## src/rtl/uart_irq_pkg.sv

```systemverilog
package uart_irq_pkg;

    localparam int NUM_IRQ = 8;

    // pending flag positions (software decodes these)
    localparam int B_TXWM  = 0;
    localparam int B_RXWM  = 1;
    localparam int B_TXE   = 2;
    localparam int B_OVF   = 3;
    localparam int B_FRAME = 4;
    localparam int B_BREAK = 5;
    localparam int B_TMO   = 6;
    localparam int B_PAR   = 7;

    // byte offsets
    localparam int OFS_STATE = 'h0;
    localparam int OFS_EN    = 'h4;
    localparam int OFS_TEST  = 'h8;
    localparam int OFS_ALERT = 'hC;

    typedef enum logic {WM_BELOW, WM_ARMED} wm_state_e;
    typedef enum logic {TXE_IDLE, TXE_BUSY} txe_state_e;

    function automatic int rx_thresh(input logic [2:0] sel);
        case (sel)
            3'd1:    return 4;
            3'd2:    return 8;
            3'd3:    return 16;
            3'd4:    return 30;
            default: return 1;
        endcase
    endfunction

    function automatic int tx_thresh(input logic [1:0] sel);
        case (sel)
            2'd1:    return 4;
            2'd2:    return 8;
            2'd3:    return 16;
            default: return 2;
        endcase
    endfunction

endpackage

```

## src/rtl/uart_irq_txwm.sv

```systemverilog
module uart_irq_txwm
    import uart_irq_pkg::*;
#(
    parameter int LVL_W = 6
) (
    input  logic             clk,
    input  logic             rst_n,
    input  logic             push,
    input  logic             clr,
    input  logic [LVL_W-1:0] level,
    input  logic [1:0]       thr_sel,
    output logic             fire
);
    wm_state_e state, state_n;
    logic      at_or_above;

    assign at_or_above = int'(level) >= tx_thresh(thr_sel);

    always_ff @(posedge clk or negedge rst_n) begin
        if (!rst_n) state <= WM_BELOW;
        else        state <= state_n;
    end

    always_comb begin
        state_n = state;
        fire    = 1'b0;
        unique case (state)
            WM_BELOW: begin
                if (!clr && push && at_or_above) state_n = WM_ARMED;
            end
            WM_ARMED: begin
                if (clr) begin
                    state_n = WM_BELOW;
                end else if (!at_or_above) begin
                    fire    = 1'b1;
                    state_n = WM_BELOW;
                end
            end
        endcase
    end
endmodule

```

## src/rtl/uart_irq_txempty.sv

```systemverilog
module uart_irq_txempty
    import uart_irq_pkg::*;
#(
    parameter int LVL_W = 6
) (
    input  logic             clk,
    input  logic             rst_n,
    input  logic             start,
    input  logic [LVL_W-1:0] level,
    output logic             fire
);
    txe_state_e state, state_n;

    always_ff @(posedge clk or negedge rst_n) begin
        if (!rst_n) state <= TXE_IDLE;
        else        state <= state_n;
    end

    always_comb begin
        state_n = state;
        fire    = 1'b0;
        unique case (state)
            TXE_IDLE: begin
                if (start) state_n = TXE_BUSY;
            end
            TXE_BUSY: begin
                if (level == '0) begin
                    fire    = 1'b1;
                    state_n = start ? TXE_BUSY : TXE_IDLE;
                end
            end
        endcase
    end
endmodule

```

## src/rtl/uart_irq_regs.sv

```systemverilog
module uart_irq_regs
    import uart_irq_pkg::*;
#(
    parameter int ADDR_W = 4,
    parameter int DATA_W = 32
) (
    input  logic               clk,
    input  logic               rst_n,
    input  logic               wr,
    input  logic               rd,
    input  logic [ADDR_W-1:0]  addr,
    input  logic [DATA_W-1:0]  wdata,
    input  logic [NUM_IRQ-1:0] hw_set,
    output logic [NUM_IRQ-1:0] pend,
    output logic [NUM_IRQ-1:0] en,
    output logic [DATA_W-1:0]  rdata,
    output logic               alert
);
    localparam logic [ADDR_W-1:0] A_STATE = ADDR_W'(OFS_STATE);
    localparam logic [ADDR_W-1:0] A_EN    = ADDR_W'(OFS_EN);
    localparam logic [ADDR_W-1:0] A_TEST  = ADDR_W'(OFS_TEST);
    localparam logic [ADDR_W-1:0] A_ALERT = ADDR_W'(OFS_ALERT);

    logic               wr_state, wr_en, wr_test, wr_alert;
    logic [NUM_IRQ-1:0] clr_mask, test_mask, pend_n;

    assign wr_state = wr && (addr == A_STATE);
    assign wr_en    = wr && (addr == A_EN);
    assign wr_test  = wr && (addr == A_TEST);
    assign wr_alert = wr && (addr == A_ALERT);

    assign clr_mask  = wr_state ? wdata[NUM_IRQ-1:0] : '0;
    assign test_mask = wr_test  ? wdata[NUM_IRQ-1:0] : '0;

    // set sources are applied after the clear, so a set wins
    assign pend_n = (pend & ~clr_mask) | hw_set | test_mask;

    always_ff @(posedge clk or negedge rst_n) begin
        if (!rst_n) begin
            pend  <= '0;
            en    <= '0;
            alert <= 1'b0;
        end else begin
            pend  <= pend_n;
            alert <= wr_alert && wdata[0];
            if (wr_en) en <= wdata[NUM_IRQ-1:0];
        end
    end

    always_comb begin
        rdata = '0;
        if (rd) begin
            case (addr)
                A_STATE: rdata[NUM_IRQ-1:0] = pend;
                A_EN:    rdata[NUM_IRQ-1:0] = en;
                default: rdata = '0;
            endcase
        end
    end
endmodule

```

## src/rtl/uart_irq_ctrl.sv

```systemverilog
module uart_irq_ctrl
    import uart_irq_pkg::*;
#(
    parameter int ADDR_W = 4,
    parameter int DATA_W = 32,
    parameter int LVL_W  = 6
) (
    input  logic              clk,
    input  logic              rst_n,
    input  logic              reg_wr,
    input  logic              reg_rd,
    input  logic [ADDR_W-1:0] reg_addr,
    input  logic [DATA_W-1:0] reg_wdata,
    output logic [DATA_W-1:0] reg_rdata,
    input  logic              tx_push,
    input  logic              tx_clr,
    input  logic              tx_start,
    input  logic [LVL_W-1:0]  tx_level,
    input  logic [1:0]        tx_thr_sel,
    input  logic [LVL_W-1:0]  rx_level,
    input  logic [2:0]        rx_thr_sel,
    input  logic              rx_ovf_evt,
    input  logic              rx_frame_evt,
    input  logic              rx_break_evt,
    input  logic              rx_tmo_evt,
    input  logic              rx_par_evt,
    output logic [7:0]        irq,
    output logic              alert
);
    logic [NUM_IRQ-1:0] hw_set, pend, en;
    logic               txwm_fire, txe_fire, rxwm_hit;

    uart_irq_txwm #(.LVL_W(LVL_W)) u_txwm (
        .clk(clk), .rst_n(rst_n), .push(tx_push), .clr(tx_clr),
        .level(tx_level), .thr_sel(tx_thr_sel), .fire(txwm_fire)
    );

    uart_irq_txempty #(.LVL_W(LVL_W)) u_txe (
        .clk(clk), .rst_n(rst_n), .start(tx_start),
        .level(tx_level), .fire(txe_fire)
    );

    assign rxwm_hit = int'(rx_level) >= rx_thresh(rx_thr_sel);

    always_comb begin
        hw_set          = '0;
        hw_set[B_TXWM]  = txwm_fire;
        hw_set[B_RXWM]  = rxwm_hit;
        hw_set[B_TXE]   = txe_fire;
        hw_set[B_OVF]   = rx_ovf_evt;
        hw_set[B_FRAME] = rx_frame_evt;
        hw_set[B_BREAK] = rx_break_evt;
        hw_set[B_TMO]   = rx_tmo_evt;
        hw_set[B_PAR]   = rx_par_evt;
    end

    uart_irq_regs #(.ADDR_W(ADDR_W), .DATA_W(DATA_W)) u_regs (
        .clk(clk), .rst_n(rst_n), .wr(reg_wr), .rd(reg_rd), .addr(reg_addr),
        .wdata(reg_wdata), .hw_set(hw_set), .pend(pend), .en(en),
        .rdata(reg_rdata), .alert(alert)
    );

    genvar gi;
    generate
        for (gi = 0; gi < NUM_IRQ; gi++) begin : g_line
            assign irq[gi] = pend[gi] & en[gi];
        end
    endgenerate
endmodule

```

## config.mk

```make
export PLATFORM = sky130hd
export DESIGN_NAME = uart_irq_ctrl
export DESIGN_NICKNAME = d
export VERILOG_FILES = /design/src/rtl/uart_irq_pkg.sv /design/src/rtl/uart_irq_txwm.sv /design/src/rtl/uart_irq_txempty.sv /design/src/rtl/uart_irq_regs.sv /design/src/rtl/uart_irq_ctrl.sv
export SDC_FILE = /design/constraint.sdc
export NUM_CORES = 1
export LEC_CHECK = 0
export BUFFER_PORTS_ARGS = -buffer_cell sky130_fd_sc_hd__clkbuf_2
export CELL_PAD_IN_SITES_DETAIL_PLACEMENT = 1
export CELL_PAD_IN_SITES_GLOBAL_PLACEMENT = 1
export CORE_MARGIN = 2
export CORE_UTILIZATION = 31
export DETAILED_ROUTE_END_ITERATION = 6
export GPL_TIMING_DRIVEN = 0
export PLACE_DENSITY_LB_ADDON = 0.1
export SYNTH_ARGS = -nofsm -noshare
export SYNTH_HDL_FRONTEND = slang
export SYNTH_SLANG_ARGS = --single-unit
```

## constraint.sdc

```tcl
create_clock -name clk -period 2.7 [get_ports clk]
set_clock_uncertainty 0.1 [all_clocks]
set_input_delay 0.54 -clock clk [delete_from_list [all_inputs] [get_ports clk]]
set_output_delay 0.54 -clock clk [all_outputs]
set_load 0.02 [all_outputs]
```

==> impl_results.md, run 1 <==
* Status: finished, final reports clean
* Maximum vdd ir drop at 172 µV
* Routed vias/inst at 4.70
* Row cnt at 25
* I/O pin count at about 110
* CP required at between 2 and 2.5 ns
* Share of cells above drive strength 1 at between 40% and 50%
* Clock latency on the worst-skew pair at 0.26 ns
* Cell Count, Final, Fillers Out at 287
* CP dominant cell by count: clkbuf_2
* Die height at between 70 and 80 µm
* CP max stage cell: buf_2
* Tmin final at ~2.4 ns
* Area grow syn2layout at 34.0%
* H-tree levels at 1
* Largest net degree at the start of global routing at 20
* First-pass GRT wire length at 5.73 mm
* Endpoints failing setup at 0
* Top Family by Delay on Critical Path: buffers and inverters
* # port buffers at 57
* GR Overflow Total at 0
* Worst-path clk slew at 0.07 ns
* Inserted Diodes at 0
* Post-Syn Area at between 1000 and 1500 µm²
* Sum of negative setup slack at 0 ns
* Post-synthesis register bit count at 19
* Cells along the critical path: clkbuf_2, buf_2, nor4b_4, buf_4, a22oi_1, nor2b_1, clkbuf_2
* Initial DRC count at 13
* Clock root cell: clkbuf_8
* Vias in the first global route at between 1,000 and 1,500
* Actual slew at the worst max-slew pin at 0.664 ns
* CP peak stage delay at around 0.22 ns
* Die ar. at 5330 µm²
* LEAKAGE at 0.000995 µW
* Cells after Synth at around 150
* WS Path Type: in -> out
* Final Max Slew Viols at 0
* Synth warnings at 0
* WL/cell at 13.0 µm
* Finished Core Util at 42.4%
* Drt first pass iters at 4
* Startpoint Class: primary input
* RSZ-0062 raised after global routing: false
* Residual DRC at 0
* CORE AREA at between 4000 and 5000 µm²
* Max cap viols at 0
* Inserted Clock Buffers at 3
* Crit. End Element: output port
* Syn avg cell area at 9.98 µm²
* Hold Crit Class: in -> async
* Period utilisation layout at 88.4%
* Routability cong. at 0.749
* Sequential fraction of the synthesis area at 32.2%
* Routed WL at 3.73 mm
* Hold buffers post-CTS at 0
* Final hold violations at 0
* CTS tree: yes
* M1 WL at roughly 1.6 mm
* Worst-path fanout max at 10
* Clock Path Buffers at 2
* Met2 Routed Length at 1.90 mm
* Clk sinks at 19
* Post-route ant nets at 0
* Die X at between 70 and 80 µm
* Net count reported at finish at slightly above 300
* Crit path DAT at approximately 1.8 ns
* Via total after detailed routing at 1,349
* Unique masters post-synth at 33
* Gr usage total at 14.1%
* Final HPWL DP at 3.05 mm
* Max frequency at 419 MHz
* Worst Path Buf+Inv at 4
* Initial antenna violation count at 0
* Placed insts at 282
* Wire length on met3 at slightly below 200 µm
* Top layer reached by signal wires: met4
* Pwr dens at 432 nW/µm²
* Rel. slew slack at 55.4%
* Initial Utilization at 31.7%
## cell type report
class,instances,area (µm²)
fill,571,2680
multi-input combinational,122,885
sequential,19,475
timing repair buffer,58,293
buffer,26,196
tap,54,67.6
clock buffer,3,41.3
inverter,4,15.0
clock inverter,1,5.00
## registers in the layout, summed over array words and instances (netlist names)
register / count
u_regs.alert: 1
u_regs.en: 8
u_regs.pend: 8
u_txe.state: 1
u_txwm.state: 1
## layout by cell type, fill, tap and decap left out, types with 3 or more instances in the layout
cell / count
nand2_1: 8
inv_1: 4
nor2_1: 5
clkbuf_2: 57
buf_4: 25
clkbuf_8: 3
a311o_1: 6
o21ai_0: 3
nor2b_1: 10
conb_1: 24
dfrtp_1: 19
ha_1: 9
and2_1: 8
nand2b_1: 6
a21boi_0: 4
mux2_2: 8
a22oi_1: 8
## metal layers
metal	GRT usage, %	vias up
met3	2.49	2
li1	-	654
met5	0	-
met1	16.6	641
met2	25.4	52
met4	4.94	0
## cells by family (layout without fill, tap and decap cells)
logic type	after synthesis	in the layout	synth area share [%]
muxes	10	10	7.46
xor gates and xnor gates	2	2	1.19
AOI/OAI and AO/OA	31	31	16.1
DFF	19	19	32.2
other	1	24	0.254
buffers and inverters	30	92	14.3
adders and majority gates	9	9	7.63
and+or+nand+nor	46	46	20.8
## Yosys cell counts, drive strengths merged
cell     instances  area (µm²)
mux2             8        90.1
a22oi            8        60.1
dfrtp           19         475
a21oi            2        10.0
nor4b            2        47.6
a311o            6        60.1
a2111oi          1        8.76
mux2i            2        20.0
nor2             5        18.8
nor4             4        46.3
o21bai           1        7.51
and2             8        50.1
ha               9         113
nor2b           10        62.6
inv              4        15.0
a211oi           1        7.51
nand2            8        30.0
o41ai            1        8.76
xor2             2        17.5
o21a             1        7.51
a21boi           6        45.0
conb             1        3.75
a21o             1        7.51
nand3            2        10.0
buf             26         196
nand2b           6        37.5
o21ai            3        15.0
nor3             1        5.00
## worst paths after layout
kind | endpoint | start | slack [ns] | cells after the start
worst max-delay path | reg_rdata[0] | reg_addr[3] | 0.31 | 7
worst min-delay path | u_regs.alert | rst_n | 0.13 | 1
worst max register to register | u_regs.pend[3] | u_regs.pend[3] | 1.64 | 2
worst min register to register | u_txe.state | u_txe.state | 0.38 | 1
max in group asynchronous | u_regs.en[3] | rst_n | 2.03 | 1
min in group clk | u_txwm.state | tx_clr | 0.35 | 2
## metrics by stage
stage	power (µW)	setup slack (ns)	area [µm²]	hold slack (ns)
floorplan	554	0.454	1560	0.144
global placement	652	0.0374	1920	0.359
detailed placement	665	0.0365	1920	0.371
CTS	866	0.0311	1960	0.151
global route	914	0.189	1980	0.170
finish	855	0.314	1980	0.130
## report_power, final
part	total (µW)	internal (µW)	switching [µW]
Sequential	352	325	27.0
Combinational	307	138	169
Clock	197	103	94.3
## repair_timing
item / 4_1_cts / 5_1_grt
endpoints found under the setup margin: 0 / 8
buffers inserted: 0 / 1
endpoints found under the hold margin: 0 / 0
resized for setup: 0 / 1
Note: power is estimated with default switching activity, not from simulation.
==> inputs of run 2 (changes only) <==
ABC_AREA = 1   (was default)
CORE_UTILIZATION = 29   (was 31)
==> run 2 against run 1 <==
Effect of this change:
- sequential cell count did not move
- non-clock buffer count fell by 1
- core utilization fell by 2.3 points
- highest routed layer unchanged
==> impl_results.md, run 2 <==
* Status: finished, final reports clean
* Row cnt at 26
* Hold Crit Class: in -> async
* Routability cong. at 0.800
* Crit path DAT at 1.79 ns
* Synth Area in Compound Gates at about an eighth
* Biggest regs: u_regs.en x8, u_regs.pend x8
* Final Max Slew Viols at 0
* Post_cts resized at 0
* Vias in the first global route at 1,556
* Rel. slew slack at between 60 and 70%
* Initial DRC count at 44
* First-pass GRT wire length at 6.67 mm
* Commonest cells after routing, fill and taps aside: clkbuf_2 (57), nand2_1 (49), inv_1 (33)
* Unique masters post-synth at 23
* Max frequency at a little over 400 MHz
* Post-synthesis adder-cell area fraction at a little over 7%
* Clk sinks at 19
* Initial antenna violation count at 0
* Ys async rst share at 100%
* Residual DRC at 0
* Inserted Clock Buffers at 3
* Final HPWL DP at 3.26 mm
* LEAKAGE at 0.00119 µW
* Internal power at 546 µW
* Routed vias/inst at 4.16
* Final hold violations at 0
* Period utilisation layout at 90.1%
* Share of cells above drive strength 1 at around a third
* Die ar. at about 6000 µm²
* Actual slew at the worst max-slew pin at 0.528 ns
* Post-synthesis register bit count at 19
* Switch share at 36.1%
* Sequential fraction of the synthesis area at 30.5%
* Post-route ant nets at 0
* I/O pin count at 106
* Largest family of logic cells by synthesized area: simple AND/OR/NAND/NOR gates
* Count leader, synth: nand2_1
* Drt first pass iters at 4
* Finished Core Util at 40.2%
* H-tree levels at 1
* Commonest non-fill, non-tap cell in the layout: clkbuf_2
* Post-synthesis xor/xnor area fraction at 0%
* WL/cell at about 11 µm
* Clk pwr share at 23.5%
* Cells after Synth at about 220
* CP dominant cell by count: clkbuf_2
* Hold buffers post-CTS at 0
* Clock latency on the worst-skew pair at 0.25 ns
* Maximum vdd ir drop at approximately 150 µV
* Post-Syn Area at 1560 µm²
* Gr usage total at 13.7%
* Most area-consuming cells after synthesis: dfrtp_1 (30%), nand2_1 (12%), buf_4 (12%), inv_1 (7.9%), ha_1 (7.2%)
* Max cap viols at 0
* Die height at 77.4 µm
* Yosys top cell area share at 30.5%
* Power share of the sequential group at 40.7%
* Worst-path fanout max at 10
* Post-CTS Setup Inserts at 0
* CP max stage cell: clkbuf_1
* Cells along the critical path: clkbuf_2, nor2_4, clkbuf_1, nand3_1, a21oi_1, clkbuf_2
* Sum of negative setup slack at 0 ns
* CP peak stage delay at 0.44 ns
* Clock root cell: clkbuf_8
* Syn avg cell area at 7.03 µm²
* Area grow syn2layout at 32.3%
* Area share of and/or/nand/nor cells after synthesis at 28.6%
* Synth warnings at 0
* Initial Utilization at 30.4%
* Routed WL at around 4.0 mm
* Tmin final at 2.43 ns
* Combinational share of power at 35.8%
* Startpoint Class: primary input
* GR Overflow Total at 0
* Post-synth EDFFs at 0
* CP required at 2.06 ns
* Primary FF master, synth: dfrtp_1
* Mux cell area share after synthesis at 0%
* Clock Path Buffers at 2
* # port buffers at 57
* Via total after detailed routing at 1,563
* WS Path Type: in -> out
* Area leader, netlist: dfrtp_1
* Worst-path clk slew at ~0.07 ns
* Min Hold Slack at 0.125 ns
* Die X at 77.4 µm
* RSZ-0062 raised after global routing: false
* Largest net degree at the start of global routing at 20
* Crit. End Element: output port
* Net count reported at finish at 381
* Switching power at 308 µW
* CTS tree: yes
* Pwr dens at 414 nW/µm²
* CORE AREA at 5140 µm²
* Endpoints failing setup at 0
* Synth top cells by count: nand2_1 (49), inv_1 (33), nor2_1 (26), buf_4 (24), dfrtp_1 (19)
* Inserted Diodes at 0
run 2: cell count changes in the layout (fill, tap and decap cells not counted), sizes merged, moves of 4 or more:
| cell | previous run | this run |
|---|---|---|
| nand2 | 8 | 51 |
| a22oi | 8 | 0 |
| and2 | 8 | 0 |
| inv | 4 | 33 |
| nor4 | 4 | 0 |
| mux2 | 8 | 0 |
| a311o | 6 | 0 |
| a21boi | 6 | 0 |
| o21ai | 3 | 21 |
| nand3 | 2 | 14 |
| a21oi | 2 | 9 |
| nor2 | 5 | 29 |
| nor2b | 10 | 0 |
| nand2b | 6 | 0 |
run 2: final cells by class:
cell class	instances	area [µm²]
fillers	697	3080
repair buffers	57	285
plain buffers	26	195
flip-flops and latches	19	475
clock buffers	4	45.0
well taps	70	87.6
multi-input cells	167	852
inverters	33	124
run 2: stage by stage:
stage,area (µm²),power [µW],setup WS (ns),cells
after CTS,2060,864,0.255,376
after detailed placement,2020,662,0.258,372
final,2060,855,0.267,376
after global placement,2020,656,0.239,372
after global routing,2060,914,0.162,376
after floorplan,1650,560,0.652,245
run 2: logic make-up after synthesis:
| kind of cell | after synthesis |
|---|---|
| other cells | 1 |
| compound gates | 33 |
| fa+ha+maj | 9 |
| flops | 19 |
| buf+inv | 59 |
| simple gates | 101 |
run 2: worst max-delay path, delay by kind of cell:
kind | cells | cell delay (ns)
AO/OA/AOI/OAI | 1 | 0.22
buffers and inverters | 3 | 0.74
AND/OR/NAND/NOR | 2 | 0.28
run 2: worst paths after layout:
check | start | cells after the start | slack, ns | endpoint
setup / recovery | reg_addr[1] | 6 | 0.27 | reg_rdata[1]
hold / removal | rst_n | 1 | 0.13 | u_regs.pend[7]
setup reg to reg | u_txwm.state | 2 | 1.87 | u_txwm.state
hold reg to reg | u_txe.state | 1 | 0.39 | u_txe.state
max in group asynchronous | rst_n | 1 | 2.05 | u_regs.en[4]
min in group clk | tx_start | 2 | 0.37 | u_txe.state
run 2: power groups by stage:
stage | Combinational, µW | Clock [µW] | Sequential [µW]
2_1_floorplan | 214 | 0 | 346
3_3_place_gp | 303 | 0 | 353
3_5_place_dp | 309 | 0 | 353
4_1_cts | 310 | 206 | 348
5_1_grt | 347 | 214 | 353
6_report | 306 | 201 | 348
run 2: metal layers:
metal | vias up | GRT usage, % | share of wire (%)
li1 | 820 | - | -
met1 | 699 | 15.7 | 44
met2 | 42 | 26.2 | 50
met3 | 2 | 1.98 | 4.9
met4 | 0 | 3.75 | 0.70
met5 | - | 0 | 0
==> inputs of run 3 (changes only) <==
ABC_CLOCK_PERIOD_IN_PS = 2700   (was default)
SETUP_SLACK_MARGIN = 0.5   (was default)
==> run 3 against run 2 <==
Effect of this change:
- maximum frequency increased by 13%
- critical endpoint is now reg_rdata[2]
- power increased by 0.65%
- cell count increased by 0.53%
- via count increased by 1.3%
- die area unchanged
- critical path depth increased by 2
- clock power about the same
- hold slack got worse by 0.00081 ns
- register-to-register slack about the same
- sequential power about the same
- largest power group unchanged
- routed wire length increased by 0.70%
- combinational power increased by 2%
==> impl_results.md, run 3 (synthesis gave the netlist of run 2 again) <==
* Clk sinks at 19
* CTS tree: yes
* Final hold violations at 0
* Routed vias/inst at around 4.2
* Crit path DAT at 1.52 ns
* First-pass GRT wire length at 6.70 mm
* Gr usage total at between 10% and 20%
* CP required at ~2 ns
* H-tree levels at 1
* R2R Setup Slk at 1.87 ns
* Multi-input logic area at 863 µm²
* Residual DRC at 0
* # fillers at 692
* Hold Crit Class: in -> async
* Placed instance area at 2020 µm²
* Final HPWL DP at 3.26 mm
* Sum of negative setup slack at 0 ns
* Area grow syn2layout at 35.8%
* Period utilisation layout at 79.8%
* Initial DRC count at 51
* Biggest regs: u_regs.en x8, u_regs.pend x8
* Pwr dens at 406 nW/µm²
* Inserted Clock Buffers at 3
* Max frequency at around 460 MHz
* Endpoints failing setup at 0
* Design area at 2120 µm²
* Via total after detailed routing at 1,584
* RSZ-0062 raised after global routing: true
* Die height at 77.4 µm
* Hold buffers post-CTS at 0
* # port buffers at 57
* Maximum vdd ir drop at 153 µV
* Reg2reg end: u_txwm.state
* Vias in the first global route at 1,570
* Share of cells above drive strength 1 at 34.4%
* Sequential cell area at about 480 µm²
* Clock latency on the worst-skew pair at roughly 0.26 ns
* Commonest non-fill, non-tap cell in the layout: clkbuf_2
* WL/cell at 10.6 µm
* R2R depth at 2
* Commonest cells after routing, fill and taps aside: clkbuf_2 (50), nand2_1 (49), inv_1 (33)
* I/O pin count at 106
* Clock root cell: clkbuf_8
* Worst-path fanout max at 5
* FF-to-FF Start: u_txwm.state
* Status: finished, final reports clean
* Row cnt at 26
* WS Path Type: in -> out
* Die X at 77.4 µm
* Initial Utilization at 30.4%
* Routed WL at 4.02 mm
* Initial antenna violation count at 0
* Final Max Slew Viols at 0
* LEAKAGE at ~0.0012 µW
* Clock Path Buffers at 2
* Net count reported at finish at 383
* Drt first pass iters at 4
* Post-route ant nets at 0
* Min Hold Slack at 0.124 ns
* Cell Count, Final, Fillers Out at 378
* Worst-path clk slew at about 0.07 ns
* Routability cong. at 0.800
* Crit. End Element: output port
* Die ar. at 5980 µm²
* Largest net degree at the start of global routing at 20
* CORE AREA at 5140 µm²
* Placed insts at 372
* Startpoint Class: primary input
* Inserted Diodes at 0
* GR Overflow Total at 0
* Tmin final at 2.16 ns
* Max cap viols at 0
==> run 3: changes by cell type in the layout (fill, tap and decap cells not counted), moves of 2 or more <==
cell      change
a21oi_1       -3
a21oi_2       +3
buf_2         +2
buf_4         +6
clkbuf_2      -7
==> run 3: what timing repair did <==
item                       in CTS  in global routing
resized for setup               4                 13
setup endpoints to repair       8                  8
pin swaps                       1                  2
setup buffers                   2                  0
==> run 3: layer usage <==
metal | vias to the layer above | share of wire, % | GRT usage, %
met3 | 5 | 5.1 | 1.98
met5 | - | 0 | 0
met2 | 43 | 51 | 26.4
met4 | 0 | 1.1 | 3.75
li1 | 824 | - | -
met1 | 712 | 43 | 15.7
==> run 3: how the worst max path moves through the flow <==
stage	from	to	slack [ns]	cells past startpoint
5_1_grt	reg_addr[0]	reg_rdata[0]	0.50	8
2_1_floorplan	reg_addr[1]	reg_rdata[0]	0.65	4
3_3_place_gp	reg_addr[1]	reg_rdata[1]	0.24	6
6_report	reg_addr[0]	reg_rdata[2]	0.54	8
3_5_place_dp	reg_addr[1]	reg_rdata[1]	0.26	6
4_1_cts	reg_addr[1]	reg_rdata[2]	0.51	8
==> run 3: final cells by class <==
| class | instances | share of cell area [%] |
|---|---|---|
| plain buffers | 26 | 9.39 |
| well taps | 70 | 4.13 |
| clock buffers | 4 | 2.13 |
| flip-flops and latches | 19 | 22.4 |
| repair buffers | 59 | 15.3 |
| multi-input cells | 167 | 40.7 |
| inverters | 33 | 5.84 |
==> run 3: worst max-delay path, cell delays in order <==
cell and delay, ns:
clkbuf_2 0.10, nor2_4 0.15, nand2_2 0.09, nor2_4 0.12, buf_12 0.12, nand2_1 0.05
a21oi_1 0.15, buf_2 0.19
==> run 3: through the flow <==
| stage | worst slack [ns] | utilization [%] | power, µW |
|---|---|---|---|
| final | 0.545 | 41.2 | 860 |
| after global routing | 0.496 | 41.2 | 919 |
| after CTS | 0.505 | 40.9 | 867 |
| after detailed placement | 0.258 | 39.3 | 662 |
| after global placement | 0.239 | 39.3 | 656 |
| after floorplan | 0.652 | - | 560 |
==> run 3: where the power goes <==
group,switching [µW],internal (µW)
Combinational,186,125
Sequential,27.1,320
Clock,96.8,105
Total,310,550
